[src/rtl/sfr_pkg.sv]
package sfr_pkg;
  localparam int CNT_W  = 4;
  localparam int FLAG_N = 4;
  localparam int F_OVF  = 0;
  localparam int F_UNF  = 1;
  localparam int F_EOQ  = 2;
  localparam int F_DONE = 3;

  // Capacity in effect: one entry when reduced, otherwise the full depth.
  function automatic logic [CNT_W-1:0] fifo_cap(input logic single,
                                                input logic [CNT_W-1:0] depth);
    return single ? CNT_W'(1) : depth;
  endfunction

  // Advance a position, wrapping at the depth; held at 0 in one-entry mode.
  function automatic logic [CNT_W-1:0] ptr_step(input logic [CNT_W-1:0] p,
                                                input logic single,
                                                input logic [CNT_W-1:0] depth);
    if (single) return '0;
    return (p >= depth - CNT_W'(1)) ? '0 : p + CNT_W'(1);
  endfunction

  // Position written most recently, i.e. one behind the write position.
  function automatic logic [CNT_W-1:0] ptr_back(input logic [CNT_W-1:0] p,
                                                input logic single,
                                                input logic [CNT_W-1:0] depth);
    if (single) return '0;
    return (p == '0) ? depth - CNT_W'(1) : p - CNT_W'(1);
  endfunction
endpackage

[src/rtl/sfr_occupancy.sv]
module sfr_occupancy
  import sfr_pkg::*;
#(
  parameter int DEPTH        = 4,
  parameter bit REPORT_SPACE = 1'b1
) (
  input  logic             clk,
  input  logic             rst_n,
  input  logic             clear,
  input  logic             single,
  input  logic             allow_overwrite,
  input  logic             wr_req,
  input  logic             rd_req,
  output logic [CNT_W-1:0] count,
  output logic [CNT_W-1:0] rd_ptr,
  output logic [CNT_W-1:0] store_addr,
  output logic             store_en,
  output logic             rd_en,
  output logic             wr_hit_full,
  output logic             rd_hit_empty,
  output logic             level_flag
);
  localparam logic [CNT_W-1:0] DEPTH_V = CNT_W'(DEPTH);

  logic [CNT_W-1:0] wr_ptr;
  logic [CNT_W-1:0] cap;
  logic             full;
  logic             empty;
  logic             wr_ok;

  always_comb begin
    cap          = fifo_cap(single, DEPTH_V);
    full         = (count >= cap);
    empty        = (count == '0);
    wr_ok        = wr_req & ~full;
    rd_en        = rd_req & ~empty;
    wr_hit_full  = wr_req & full;
    rd_hit_empty = rd_req & empty;
    store_en     = wr_ok | (wr_hit_full & allow_overwrite);
    store_addr   = wr_ok ? wr_ptr : ptr_back(wr_ptr, single, DEPTH_V);
  end

  generate
    if (REPORT_SPACE) begin : g_space
      assign level_flag = ~full;
    end else begin : g_data
      assign level_flag = ~empty;
    end
  endgenerate

  always_ff @(posedge clk or negedge rst_n) begin
    if (!rst_n) begin
      count  <= '0;
      wr_ptr <= '0;
      rd_ptr <= '0;
    end else if (clear) begin
      count  <= '0;
      wr_ptr <= '0;
      rd_ptr <= '0;
    end else begin
      count <= count + CNT_W'(wr_ok) - CNT_W'(rd_en);
      if (wr_ok) wr_ptr <= ptr_step(wr_ptr, single, DEPTH_V);
      if (rd_en) rd_ptr <= ptr_step(rd_ptr, single, DEPTH_V);
    end
  end
endmodule

[src/rtl/sfr_sticky.sv]
module sfr_sticky #(
  parameter int N = 4
) (
  input  logic         clk,
  input  logic         rst_n,
  input  logic [N-1:0] set_evt,
  input  logic         clr_we,
  input  logic [N-1:0] clr_mask,
  output logic [N-1:0] flags
);
  generate
    for (genvar i = 0; i < N; i++) begin : g_bit
      always_ff @(posedge clk or negedge rst_n) begin
        if (!rst_n)          flags[i] <= 1'b0;
        else if (set_evt[i]) flags[i] <= 1'b1;
        else if (clr_we && clr_mask[i]) flags[i] <= 1'b0;
      end
    end
  endgenerate
endmodule

[src/rtl/sfr_router.sv]
module sfr_router #(
  parameter int N = 4
) (
  input  logic         fill_flag,
  input  logic         drain_flag,
  input  logic [N-1:0] flags,
  input  logic         fill_en,
  input  logic         fill_to_dma,
  input  logic         drain_en,
  input  logic         drain_to_dma,
  input  logic [N-1:0] flag_irq_en,
  output logic         irq,
  output logic         dma_fill_req,
  output logic         dma_drain_req
);
  logic fill_req, drain_req;

  always_comb begin
    fill_req      = fill_flag & fill_en;
    drain_req     = drain_flag & drain_en;
    dma_fill_req  = fill_req & fill_to_dma;
    dma_drain_req = drain_req & drain_to_dma;
    irq = (|(flags & flag_irq_en))
        | (fill_req & ~fill_to_dma)
        | (drain_req & ~drain_to_dma);
  end
endmodule

[src/rtl/spi_fifo_flags.sv]
module spi_fifo_flags
  import sfr_pkg::*;
#(
  parameter int DEPTH = 4
) (
  input  logic             clk,
  input  logic             rst_n,
  input  logic             tx_clear,
  input  logic             rx_clear,
  input  logic             tx_single,
  input  logic             rx_single,
  input  logic             rx_overwrite,
  input  logic             bus_tx_push,
  input  logic             shf_tx_pop,
  input  logic             shf_rx_push,
  input  logic             bus_rx_pop,
  input  logic             eoq_evt,
  input  logic             done_evt,
  input  logic             flag_clr_we,
  input  logic [3:0]       flag_clr_mask,
  input  logic             fill_en,
  input  logic             fill_to_dma,
  input  logic             drain_en,
  input  logic             drain_to_dma,
  input  logic [3:0]       flag_irq_en,
  output logic [3:0]       tx_count,
  output logic [3:0]       tx_next_ptr,
  output logic             tx_store_en,
  output logic [3:0]       tx_store_addr,
  output logic             tx_load_en,
  output logic [3:0]       rx_count,
  output logic [3:0]       rx_pop_ptr,
  output logic             rx_store_en,
  output logic [3:0]       rx_store_addr,
  output logic             rx_read_en,
  output logic             fill_flag,
  output logic             drain_flag,
  output logic [3:0]       flags,
  output logic             irq,
  output logic             dma_fill_req,
  output logic             dma_drain_req
);
  // Named internal events, visible to the bound checker.
  logic              tx_unf_evt;
  logic              rx_ovf_evt;
  logic              tx_ovf_unused;
  logic              rx_unf_unused;
  logic [FLAG_N-1:0] set_evt;

  sfr_occupancy #(.DEPTH(DEPTH), .REPORT_SPACE(1'b1)) u_tx (
    .clk, .rst_n,
    .clear           (tx_clear),
    .single          (tx_single),
    .allow_overwrite (1'b0),
    .wr_req          (bus_tx_push),
    .rd_req          (shf_tx_pop),
    .count           (tx_count),
    .rd_ptr          (tx_next_ptr),
    .store_addr      (tx_store_addr),
    .store_en        (tx_store_en),
    .rd_en           (tx_load_en),
    .wr_hit_full     (tx_ovf_unused),
    .rd_hit_empty    (tx_unf_evt),
    .level_flag      (fill_flag)
  );

  sfr_occupancy #(.DEPTH(DEPTH), .REPORT_SPACE(1'b0)) u_rx (
    .clk, .rst_n,
    .clear           (rx_clear),
    .single          (rx_single),
    .allow_overwrite (rx_overwrite),
    .wr_req          (shf_rx_push),
    .rd_req          (bus_rx_pop),
    .count           (rx_count),
    .rd_ptr          (rx_pop_ptr),
    .store_addr      (rx_store_addr),
    .store_en        (rx_store_en),
    .rd_en           (rx_read_en),
    .wr_hit_full     (rx_ovf_evt),
    .rd_hit_empty    (rx_unf_unused),
    .level_flag      (drain_flag)
  );

  always_comb begin
    set_evt         = '0;
    set_evt[F_OVF]  = rx_ovf_evt;
    set_evt[F_UNF]  = tx_unf_evt;
    set_evt[F_EOQ]  = eoq_evt;
    set_evt[F_DONE] = done_evt;
  end

  sfr_sticky #(.N(FLAG_N)) u_sticky (
    .clk, .rst_n,
    .set_evt  (set_evt),
    .clr_we   (flag_clr_we),
    .clr_mask (flag_clr_mask),
    .flags    (flags)
  );

  sfr_router #(.N(FLAG_N)) u_router (
    .fill_flag, .drain_flag, .flags,
    .fill_en, .fill_to_dma, .drain_en, .drain_to_dma, .flag_irq_en,
    .irq, .dma_fill_req, .dma_drain_req
  );
endmodule

[config.mk]
export PLATFORM = sky130hd
export DESIGN_NAME = spi_fifo_flags
export DESIGN_NICKNAME = d
export VERILOG_FILES = /design/src/rtl/sfr_pkg.sv /design/src/rtl/sfr_occupancy.sv /design/src/rtl/sfr_sticky.sv /design/src/rtl/sfr_router.sv /design/src/rtl/spi_fifo_flags.sv
export SDC_FILE = /design/constraint.sdc
export NUM_CORES = 1
export LEC_CHECK = 0
export BUFFER_PORTS_ARGS = -buffer_cell sky130_fd_sc_hd__buf_2
export CAP_MARGIN = 30
export CORE_MARGIN = 3
export CORE_UTILIZATION = 50
export CTS_CLUSTER_DIAMETER = 80
export CTS_CLUSTER_SIZE = 8
export DETAILED_ROUTE_END_ITERATION = 7
export GPL_ROUTABILITY_DRIVEN = 0
export PLACE_DENSITY = 0.84
export SKIP_CTS_REPAIR_TIMING = 1
export SLEW_MARGIN = 30
export SYNTH_ARGS = -nofsm -noshare
export SYNTH_HDL_FRONTEND = slang
export SYNTH_SLANG_ARGS = --single-unit
[constraint.sdc]
create_clock -name clk -period 3.45 [get_ports clk]
set_clock_uncertainty 0.05 [all_clocks]
set_input_delay 0.69 -clock clk [delete_from_list [all_inputs] [get_ports clk]]
set_output_delay 0.69 -clock clk [all_outputs]
set_load 0.01 [all_outputs]
* Word level (Yosys, flattened, before mapping) *
Cells that the tools add are included.

storage, ports and cells
  bits in registers = 28
  input bits = 26
  output and inout bits = 37
  logic and storage cells = 112

cells by class
  add/subtract/negate cells = 10
  order comparisons = 6
  mux-type cells = 46
  bitwise gates (word level) = 23
  reductions and logical operators = 17

operators with widths
  kind                                                               count
  two-way mux 4 bit                                                  26
  two-way mux 1 bit                                                  18
  adder 4 x 1 -> 4 bit, second input constant                        4
  greater-or-equal comparator 4 x 2 -> 1 bit, second input constant  4
  logical NOT 4 bit                                                  4
  nonzero test 2 bit                                                 8
  bitwise AND 1 bit                                                  13
  adder 4 x 1 -> 4 bit                                               2
  greater-or-equal comparator 4 bit                                  2
  subtractor 4 x 1 -> 4 bit                                          2
  subtractor 4 x 1 -> 4 bit, second input constant                   2
  two-way mux 3 bit                                                  2
  NOT 1 bit                                                          6
  bitwise AND 4 bit                                                  1
  logical AND 1 bit                                                  4
  OR reduction 4 bit                                                 1
  OR 1 bit                                                           3

* Logic depth before layout (Yosys ltp) *
Gate-level depths: netlist (run 1).

  depth after elaboration = 9
  depth in mapped cells = 11
  mapped depth without buffers = 11

* By module *
From an unflattened synthesis (run 1), not the netlist that was laid out.

unflattened totals
  cell total of the unflattened synthesis = 202
  area total of the unflattened synthesis = 2015.7 µm²

by module, submodules not included
  module                times used  cells each  area an instance (µm²)  seq. area each (µm²)
  sfr_occupancy (u_rx)  1           91          908.4                   300.3
  sfr_occupancy (u_tx)  1           91          904.6                   300.3
  sfr_sticky            1           12          145.1                   100.1
  sfr_router            1           7           53.8                    0.0
  spi_fifo_flags        1           1           3.8                     0.0

* Worst setup path after synthesis (run 1) *
Ideal clock, no wire load.

  kind = input to output
  start point = input tx_single
  end point = output irq
  arrival = 2200 ps
  data required time = 2710 ps
  setup slack = 510 ps
  cell stages on the path = 5
  path buffers = 0
  cell sequence = ha_1 > or3b_4 > a211oi_1 > nand2_1 > o21ai_0

on the way
  word-level cells in the longest chain between the ends = 7

RTL lines
  element                            RTL line              RTL
  from (decl)                        spi_fifo_flags.sv:10  input logic tx_single,
  two-way mux 3 bit                  sfr_pkg.sv:12         return single ? CNT_W'(1) : depth;
  greater-or-equal comparator 4 bit  sfr_occupancy.sv:33   full = (count >= cap);
  NOT 1 bit                          sfr_occupancy.sv:45   assign level_flag = ~full;
  net fill_flag                      spi_fifo_flags.sv:36  output logic fill_flag,
  bitwise AND 1 bit                  sfr_router.sv:19      fill_req = fill_flag & fill_en;
  bitwise AND 1 bit                  sfr_router.sv:24      | (fill_req & ~fill_to_dma)
  OR 1 bit                           sfr_router.sv:24
  OR 1 bit                           sfr_router.sv:25      | (drain_req & ~drain_to_dma);
  to (decl)                          spi_fifo_flags.sv:39  output logic irq,

The timed path passes the listed nets, and every way through them passes these cells.

* Worst setup path in the final report (run 1) *
  start point = input rx_single
  end point = output rx_store_addr[3]

on the way
  word-level cells in the longest chain between the ends = 5
  elaborated cells between the ends (all ways) = 7
  those cells by class = order compare: 1; mux: 4; bitwise: 2

RTL lines
  element                            RTL line              RTL
  from (decl)                        spi_fifo_flags.sv:11  input logic rx_single,
  two-way mux 3 bit                  sfr_pkg.sv:12
  greater-or-equal comparator 4 bit  sfr_occupancy.sv:33
  NOT 1 bit                          sfr_occupancy.sv:35   wr_ok = wr_req & ~full;
  bitwise AND 1 bit                  sfr_occupancy.sv:35
  two-way mux 4 bit *                sfr_occupancy.sv:40   store_addr = wr_ok ? wr_ptr : ptr_back(wr_ptr, single, DEPTH_V);
  to (decl)                          spi_fifo_flags.sv:34  output logic [3:0] rx_store_addr,

Mark *: on every way between the ends. The rest lies on a longest branch, timed or not.

==> results of run 1 <==
## sequential cells by signal, indices dropped and copies added, names as in the netlist
name            cells
u_rx.count          4
u_rx.rd_ptr         4
u_rx.wr_ptr         4
u_sticky.flags      4
u_tx.count          4
u_tx.rd_ptr         4
u_tx.wr_ptr         4
## layer usage
layer | share of wire (%) | vias to the layer above | wire length [um] | track usage [%]
met5 | 0 | - | 0 | 0
met4 | 0.31 | 0 | 12 | 3.05
met3 | 8.3 | 2 | 317 | 4.89
met2 | 46 | 54 | 1750 | 32.5
met1 | 46 | 720 | 1740 | 23.0
li1 | - | 798 | - | -
## logic make-up (layout without fill, tap and decap cells)
logic type | Yosys count | in the layout
buffers and inverters | 24 | 89
AND/OR/NAND/NOR | 73 | 73
XOR/XNOR | 4 | 4
AO/OA/AOI/OAI | 40 | 40
adder cells (fa/ha/maj) | 24 | 24
flip-flops | 28 | 28
## synth_stat cells, types with 4 or more instances
| master | number | area share, % |
|---|---|---|
| sky130_fd_sc_hd__nand2_1 | 18 | 3.7 |
| sky130_fd_sc_hd__nor3b_1 | 6 | 2.4 |
| sky130_fd_sc_hd__nor2_1 | 13 | 2.6 |
| sky130_fd_sc_hd__a21o_1 | 7 | 2.8 |
| sky130_fd_sc_hd__and2_1 | 8 | 2.7 |
| sky130_fd_sc_hd__nor3_1 | 4 | 1.1 |
| sky130_fd_sc_hd__o31ai_1 | 6 | 2.4 |
| sky130_fd_sc_hd__xnor2_1 | 4 | 1.9 |
| sky130_fd_sc_hd__a21oi_1 | 6 | 1.6 |
| sky130_fd_sc_hd__nor2b_1 | 4 | 1.4 |
| sky130_fd_sc_hd__nor4_1 | 4 | 1.4 |
| sky130_fd_sc_hd__ha_1 | 22 | 15 |
| sky130_fd_sc_hd__dfrtp_1 | 28 | 38 |
| sky130_fd_sc_hd__o21ai_0 | 11 | 3.0 |
| sky130_fd_sc_hd__nand3_1 | 6 | 1.6 |
| sky130_fd_sc_hd__a211oi_1 | 4 | 1.6 |
| sky130_fd_sc_hd__inv_1 | 20 | 4.1 |
## final cells by class
class | count | area [um2] | share of cell area [%]
multi-input cells | 141 | 1040 | 45.9
flip-flops and latches | 28 | 701 | 31.0
repair buffers | 65 | 333 | 14.7
inverters | 20 | 75.1 | 3.32
well taps | 46 | 57.6 | 2.55
clock buffers | 4 | 55.1 | 2.44
## worst max-delay path by stage
stage | startpoint | endpoint | slack (ns) | cells past startpoint
2_1_floorplan | tx_single | irq | 0.51 | 5
3_3_place_gp | rx_single | rx_store_addr[3] | 0.20 | 8
3_5_place_dp | rx_single | rx_store_addr[3] | 0.14 | 8
5_1_grt | rx_single | rx_store_addr[1] | 0.01 | 8
4_1_cts | rx_single | rx_store_addr[3] | 0.14 | 8
6_report | rx_single | rx_store_addr[3] | 0.15 | 8
## worst reg2reg max path: cells and delay by family (launching register included)
family          cells  cell delay, ns
fa+ha+maj           3            0.90
simple gates        2            0.55
compound gates      1            0.51
flops               1            0.41
buf+inv             1            0.10
## where the power goes
group          internal (uW)  switching, uW
clock network            102           94.3
logic                    382            428
registers                394           68.7
total                    878            591
## per-stage QoR
step	area (um2)	setup WS (ns)	hold slack, ns	util (%)
2_1_floorplan	1850	0.510	0.344	-
3_3_place_gp	2200	0.200	0.439	64.0
3_5_place_dp	2200	0.143	0.450	64.0
4_1_cts	2260	0.143	0.382	65.6
5_1_grt	2260	0.00998	0.410	65.6
6_report	2260	0.154	0.362	65.6
==> results.md, run 1 <==
| Result | Reported |
|:---|:---|
| Effective utilization at floorplan | 53.7% |
| Most common library cell in the layout ignoring fill and taps | sky130_fd_sc_hd__buf_2 |
| Number of unique standard cell types used by synthesis | 31 |
| Fraction of registers with async set or reset after synthesis | 100% |
| Instance count after placement with tap cells included | 300 |
| Arrival time worst endpoint | 2.56 ns |
| Max rail drop VDD | 0.361 mV |
| Prevailing post-synth register cell | sky130_fd_sc_hd__dfrtp_1 |
| Proportion of layout cells with a drive suffix above 1 | 29.8% |
| Largest fanout on the critical path | 9 |
| Number of antenna violations at the first check in global routing | 0 |
| Simple-Gate Fraction of Synth Area | 21.1% |
| Cell with the largest stage delay on the worst path | sky130_fd_sc_hd__a2111oi_4 |
| Kind of end point of the critical path | output port |
| Combined buffer and inverter count along the critical path | 3 |
| Synthesis-to-finish area growth | 22.3% |
| Worst r2r path cells | 7 |
| Post-layout minimum cycle time | 3.30 ns |
| Die Footprint | 4460 um2 |
| Total DRC errors in the routed layout | 0 |
| Total via count in the routed design | 1574 |
| Endpoint of the lowest-slack register-to-register path | u_rx.count[1]$_DFF_PN0_ |
| Synthesized-area fraction occupied by adder cells | 17.1% |
| Share of the clock period used by the worst path | 95.5% |
| Core footprint | 3440 um2 |
| Count of antenna-violating nets left after detailed routing | 0 |
| Most frequent cells in the layout | sky130_fd_sc_hd__buf_2 (62), sky130_fd_sc_hd__dfrtp_1 (28), sky130_fd_sc_hd__ha_1 (22), sky130_fd_sc_hd__inv_1 (20), sky130_fd_sc_hd__nand2_1 (18) |
| Synthesized instance count | 193 |
| Total global-route track usage | 18.5% |
| Setup repair after global routing missed its margin | no |
| CTS tree | yes |
| Routed len/inst | 12.6 um |
| Maximum number of pins on one net before global-route repair | 29 |
| Quantity of I/O buffers inserted on ports | 62 |
| Total Power Consumption | 1470 uW |
| Cell breakdown of the critical path | buf_2 > ha_1 > or3b_4 > a2111oi_4 > buf_4 > a21oi_1 > o21ai_0 > buf_2 |
| Largest family of logic cells by synthesized area | simple AND/OR/NAND/NOR gates |
| Nets@finish | 309 |
| Average size of a mapped cell | 9.57 um2 |
| Total nets after synthesis | 243 |
| Share of synthesized area spent on multiplexers | 0% |
| Slew at the pin with the worst max-slew slack | 0.590 ns |
| Xor/xnor share of the synthesized area | 1.90% |
| Max transition margin | 60.7% |
| Run status | finished, final reports clean |
| Setup violation total in the final timing report | 0 |
| Horiz. Die Dim | 66.8 um |
| Pwr Density | 650 nW/um2 |
| Critical path class | primary input to output port |
| Source-to-sink clock delay at the later pin of the worst-skew pair | 0.27 ns |
| Wire length of the first global-routing pass | 6.43 mm |
| Grt total ovfl | 0 |
| Share of synthesized area occupied by flip-flops and latches | 37.9% |
| Final hold violation count | 0 |
| Average via count per standard cell | 5.18 |
| Clock edge transition at the registers on the reported setup and hold paths | 0.09 ns |
| Number of enable flip-flop cells after synthesis | 0 |
| CTS Buf Count | 3 |
| Height of the chip | 66.8 um |
| # IOs | 63 |
| Crit path largest cell delay | 0.51 ns |
| Row cnt | 21 |
| Post-synthesis register bit count | 28 |
| Worst setup slack for register-to-register paths | 0.82 ns |
| Startpoint of the worst-slack reg-to-reg timing path | u_rx.count[0]$_DFF_PN0_ |
| Leakage power summed over all cells | 0.00121 uW |
| Maximum frequency from static timing analysis | 303 MHz |
| Startpoint kind of the worst setup timing path | primary input |
| Filler cell count | 297 |
| Yosys warning total | 0 |
| Count of routing violations after the opening detailed-route iteration | 46 |
| Number of standard cells in the final layout excluding fillers | 304 |
| Overall routed net length | 3.82 mm |
| Final sum of negative setup slack | 0 ns |
| Maximum Capacitance Violations | 0 |
| Crit path max-delay family | compound AO/OA/AOI/OAI gates |
| Max Transition Viols Final | 0 |
| Detailed-placement wirelength estimate | 3.15 mm |
| CP most frequent cell | sky130_fd_sc_hd__buf_2 |
| Deepest level of the CTS H-tree | 1 |
| Ant. Diodes | 0 |
| Area of the mapped netlist | 1850 um2 |
| Maximum clock insertion buffer count | 2 |
| Complex-gate fraction of the synthesized area | 16.1% |
| Via count of the first global-routing pass | 1509 |
| Endpoint required time on the critical path | 2.71 ns |
| CTS Root Buffer Type | sky130_fd_sc_hd__clkbuf_8 |
| Hold WC Path Type | primary input to asynchronous set/reset pin |
| Number of sinks on the clock net | 28 |
| Number of detailed-route iterations in the first pass | 4 |
(Power assumes the default switching activity.)
==> run 2, diff against run 1 <==
- CORE_MARGIN: 3 -> 2
==> results.md, run 2 (synthesis results as in run 1) <==
| Result | Reported |
|:---|:---|
| Total global-route track usage | 19.1% |
| Most frequent cells in the layout | sky130_fd_sc_hd__buf_2 (62), sky130_fd_sc_hd__dfrtp_1 (28), sky130_fd_sc_hd__ha_1 (22), sky130_fd_sc_hd__inv_1 (20), sky130_fd_sc_hd__nand2_1 (18) |
| Endpoint of the lowest-slack register-to-register path | u_rx.count[1]$_DFF_PN0_ |
| Count of routing violations after the opening detailed-route iteration | 28 |
| Fraction of the core area covered by cells at the end of the flow | 62.5% |
| Nets@finish | 308 |
| Source-to-sink clock delay at the later pin of the worst-skew pair | 0.27 ns |
| Largest fanout on the critical path | 9 |
| Grt total ovfl | 0 |
| Wire length of the first global-routing pass | 6.29 mm |
| Number of detailed-route iterations in the first pass | 4 |
| Overall routed net length | 3.79 mm |
| Max rail drop VDD | 0.344 mV |
| Total DRC errors in the routed layout | 0 |
| Post-Place Worst Slack | 0.159 ns |
| Endpoint required time on the critical path | 2.71 ns |
| Worst setup slack for register-to-register paths | 0.53 ns |
| Maximum number of pins on one net before global-route repair | 29 |
| Die Footprint | 4200 um2 |
| Total via count in the routed design | 1585 |
| Worst setup slack after layout | 0.149 ns |
| Proportion of layout cells with a drive suffix above 1 | 29.6% |
| Maximum frequency from static timing analysis | 303 MHz |
| Worst r2r path cells | 8 |
| Row cnt | 22 |
| Startpoint kind of the worst setup timing path | primary input |
| Horiz. Die Dim | 64.8 um |
| Height of the chip | 64.8 um |
| Startpoint of the worst-slack reg-to-reg timing path | u_rx.count[0]$_DFF_PN0_ |
| Number of antenna violations at the first check in global routing | 0 |
| Cell with the largest stage delay on the worst path | sky130_fd_sc_hd__a2111oi_4 |
| Cell breakdown of the critical path | buf_2 > ha_1 > or3b_4 > a2111oi_4 > a211oi_1 > a21o_2 > buf_2 |
| Share of the clock period used by the worst path | 95.7% |
| Deepest level of the CTS H-tree | 1 |
| Max Transition Viols Final | 0 |
| Effective utilization at floorplan | 51.2% |
| Detailed-placement wirelength estimate | 2.95 mm |
| Final hold violation count | 0 |
| Critical path class | primary input to output port |
| Number of sinks on the clock net | 28 |
| Average via count per standard cell | 5.20 |
| Clock edge transition at the registers on the reported setup and hold paths | 0.09 ns |
| Final sum of negative setup slack | 0 ns |
| Synthesis-to-finish area growth | 22.0% |
| Capture point of the critical path | rx_store_addr[0] |
| Quantity of I/O buffers inserted on ports | 62 |
| Maximum clock insertion buffer count | 2 |
| Via count of the first global-routing pass | 1455 |
| Run status | finished, final reports clean |
| Kind of end point of the critical path | output port |
| Crit path largest cell delay | 0.56 ns |
| Count of antenna-violating nets left after detailed routing | 0 |
| Slew at the pin with the worst max-slew slack | 0.596 ns |
| Max transition margin | 60.3% |
| Post-layout minimum cycle time | 3.30 ns |
| Timing startpoint of the critical path | rx_single |
| Pwr Density | 654 nW/um2 |
| Maximum Capacitance Violations | 0 |
| Most common library cell in the layout ignoring fill and taps | sky130_fd_sc_hd__buf_2 |
| Hold WC Path Type | primary input to asynchronous set/reset pin |
| Ant. Diodes | 0 |
| Leakage power summed over all cells | 0.00121 uW |
| Arrival time worst endpoint | 2.56 ns |
| CP most frequent cell | sky130_fd_sc_hd__buf_2 |
| CTS Buf Count | 3 |
| Setup repair after global routing missed its margin | no |
| CTS Root Buffer Type | sky130_fd_sc_hd__clkbuf_8 |
| Routed len/inst | 12.4 um |
| Setup violation total in the final timing report | 0 |
| Core footprint | 3610 um2 |
| CTS tree | yes |
| # IOs | 63 |
[run 2: cell count changes in the layout (fill, tap and decap cells not counted), sizes merged]
cell	change
buf	-1
[run 2: area by class of cell]
| type | count | area (um2) |
|---|---|---|
| tap | 48 | 60.1 |
| clock buffer | 4 | 55.1 |
| multi-input combinational | 141 | 1040 |
| fill | 305 | 1350 |
| inverter | 20 | 75.1 |
| sequential | 28 | 701 |
| timing repair buffer | 64 | 325 |
[run 2: critical path: cells and delay by family]
kind	cells	cell delay (ns)
AO/OA/AOI/OAI	3	0.86
adder cells (fa/ha/maj)	1	0.31
buffers and inverters	2	0.28
AND/OR/NAND/NOR	1	0.42
[run 2: worst min-delay path by stage]
stage | depth (start not counted) | slack [ns] | to | start
CTS | 1 | 0.38 | u_tx.count[1]$_DFF_PN0_ | rst_n
floorplan | 0 | 0.34 | u_rx.count[0]$_DFF_PN0_ | rst_n
detailed placement | 2 | 0.44 | u_sticky.flags[1]$_DFFE_PN0P_ | u_sticky.flags[1]$_DFFE_PN0P_
finish | 1 | 0.36 | u_tx.count[1]$_DFF_PN0_ | rst_n
global placement | 1 | 0.43 | u_sticky.flags[2]$_DFFE_PN0P_ | u_sticky.flags[2]$_DFFE_PN0P_
global route | 1 | 0.42 | u_tx.wr_ptr[2]$_DFFE_PN0P_ | rst_n
[run 2: through the flow]
stage	instances	hold slack [ns]	total power [uW]	instance area, um2
2_1_floorplan	193	0.344	1030	1850
3_3_place_gp	301	0.432	1240	2200
3_5_place_dp	301	0.444	1270	2200
4_1_cts	305	0.385	1490	2250
5_1_grt	305	0.421	1620	2250
6_report	305	0.363	1470	2250
[run 2: per-layer routing]
metal	track usage [%]	wire length, um	vias up
li1	-	-	796
met1	24.1	1780	735
met2	33.2	1730	52
met3	4.51	264	2
met4	4.26	15	0
met5	0	0	-
[run 2: power by group]
| part | switching (uW) | internal (uW) |
|---|---|---|
| sequential | 70.1 | 394 |
| combinational | 433 | 381 |
| clock | 94.3 | 102 |
==> run 3, diff against run 2 <==
- CORE_UTILIZATION: 50 -> 45
- PLACE_DENSITY: 0.84 -> 0.77
==> results.md, run 3 (synthesis results as in run 1) <==
| Result | Reported |
|:---|:---|
| Largest fanout on the critical path | 9 |
| Fraction of the core area covered by cells at the end of the flow | 57.0% |
| Height of the chip | 68.1 um |
| Setup violation total in the final timing report | 0 |
| Deepest level of the CTS H-tree | 1 |
| Max rail drop VDD | 0.478 mV |
| Run status | finished, final reports clean |
| Critical path class | primary input to output port |
| Synthesis-to-finish area growth | 22.6% |
| Number of antenna violations at the first check in global routing | 0 |
| Worst hold slack after final layout | 0.372 ns |
| Pwr Density | 644 nW/um2 |
| Source-to-sink clock delay at the later pin of the worst-skew pair | 0.26 ns |
| Maximum clock insertion buffer count | 2 |
| Via count of the first global-routing pass | 1434 |
| CTS Buf Count | 3 |
| Total DRC errors in the routed layout | 0 |
| Number of sinks on the clock net | 28 |
| Hold WC Path Type | primary input to asynchronous set/reset pin |
| Max transition margin | 59.5% |
| Most frequent cells in the layout | sky130_fd_sc_hd__buf_2 (62), sky130_fd_sc_hd__dfrtp_1 (28), sky130_fd_sc_hd__ha_1 (22), sky130_fd_sc_hd__inv_1 (20), sky130_fd_sc_hd__nand2_1 (18) |
| Met3 track utilization from global routing | 3.13% |
| Startpoint kind of the worst setup timing path | primary input |
| Kind of end point of the critical path | output port |
| Setup repair after global routing missed its margin | no |
| Filler cell count | 362 |
| CP most frequent cell | sky130_fd_sc_hd__buf_2 |
| Number of standard cells in the final layout excluding fillers | 308 |
| Cell with the largest stage delay on the worst path | sky130_fd_sc_hd__a2111oi_4 |
| # IOs | 63 |
| CTS tree | yes |
| Die Footprint | 4630 um2 |
| Core footprint | 3970 um2 |
| Maximum frequency from static timing analysis | 305 MHz |
| Arrival time worst endpoint | 2.54 ns |
| CTS Root Buffer Type | sky130_fd_sc_hd__clkbuf_8 |
| Detailed-placement wirelength estimate | 3.05 mm |
| Count of routing violations after the opening detailed-route iteration | 58 |
| Number of detailed-route iterations in the first pass | 4 |
| Total global-route track usage | 17.1% |
| Ant. Diodes | 0 |
| Nets@finish | 309 |
| Horiz. Die Dim | 68.1 um |
| Leakage power summed over all cells | 0.00121 uW |
| Max Transition Viols Final | 0 |
| GR peak layer | met2 |
| Average via count per standard cell | 5.19 |
| Post-layout minimum cycle time | 3.28 ns |
| Endpoint required time on the critical path | 2.71 ns |
| Cell breakdown of the critical path | buf_2 > ha_1 > or3b_4 > a2111oi_4 > a211oi_1 > a21o_2 > buf_2 |
| Global-route track usage on met2 | 30.2% |
| Share of the clock period used by the worst path | 94.9% |
| Slew at the pin with the worst max-slew slack | 0.608 ns |
| Final sum of negative setup slack | 0 ns |
| Proportion of layout cells with a drive suffix above 1 | 29.8% |
| Routed len/inst | 12.1 um |
| Total via count in the routed design | 1597 |
| Effective utilization at floorplan | 46.5% |
| Maximum number of pins on one net before global-route repair | 29 |
| Crit path largest cell delay | 0.54 ns |
| Quantity of I/O buffers inserted on ports | 62 |
| Row cnt | 23 |
| Wire length of the first global-routing pass | 6.05 mm |
| Final hold violation count | 0 |
| Clock edge transition at the registers on the reported setup and hold paths | 0.09 ns |
| Most common library cell in the layout ignoring fill and taps | sky130_fd_sc_hd__buf_2 |
| Count of antenna-violating nets left after detailed routing | 0 |
| Maximum Capacitance Violations | 0 |
| Instance count after placement with tap cells included | 304 |
| Overall routed net length | 3.74 mm |
| Grt total ovfl | 0 |
| GRT met1 Usage | 22.3% |
run 3: cell type report:
cell class | instances | area, um2 | share of cell area (%)
multi-input combinational | 141 | 1040 | 45.8
sequential | 28 | 701 | 31.0
timing repair buffer | 65 | 333 | 14.7
inverter | 20 | 75.1 | 3.32
tap | 50 | 62.6 | 2.76
clock buffer | 4 | 55.1 | 2.43
run 3: routing by layer:
| layer | part of all wire (%) | wire length (um) | vias up |
|---|---|---|---|
| li1 | - | - | 795 |
| met1 | 48 | 1800 | 754 |
| met2 | 45 | 1680 | 46 |
| met3 | 6.4 | 241 | 2 |
| met4 | 0.40 | 15 | 0 |
| met5 | 0 | 0 | - |
run 3: final timing paths:
kind	from	end	slack, ns	cells past startpoint
worst max-delay path	rx_single	rx_store_addr[0]	0.17	7
worst min-delay path	rst_n	u_sticky.flags[3]$_DFFE_PN0P_	0.37	1
worst max register to register	u_rx.count[0]$_DFF_PN0_	u_rx.count[1]$_DFF_PN0_	0.59	8
worst min register to register	u_sticky.flags[1]$_DFFE_PN0P_	u_sticky.flags[1]$_DFFE_PN0P_	0.46	2
max in group asynchronous	rst_n	u_rx.rd_ptr[1]$_DFFE_PN0P_	2.58	1
min in group clk	u_sticky.flags[1]$_DFFE_PN0P_	u_sticky.flags[1]$_DFFE_PN0P_	0.46	2
run 3: power breakdown:
group / leakage, uW / internal, uW / switching (uW)
Sequential: 0.000368 / 394 / 69.3
Clock: 0.0000288 / 102 / 93.5
Combinational: 0.000816 / 377 / 422
run 3: stage by stage:
step	total power, uW	worst slack [ns]	instance area [um2]
after global routing	1620	0.0582	2260
final	1460	0.174	2260
after CTS	1480	0.162	2260
after floorplan	1030	0.510	1850
after global placement	1250	0.196	2210
after detailed placement	1270	0.166	2210
run 3: worst max-delay path: cells and delay by family:
family,cells,cell delay [ns]
AOI/OAI and AO/OA,3,0.84
adders and majority gates,1,0.31
buffers and inverters,2,0.28
and+or+nand+nor,1,0.41
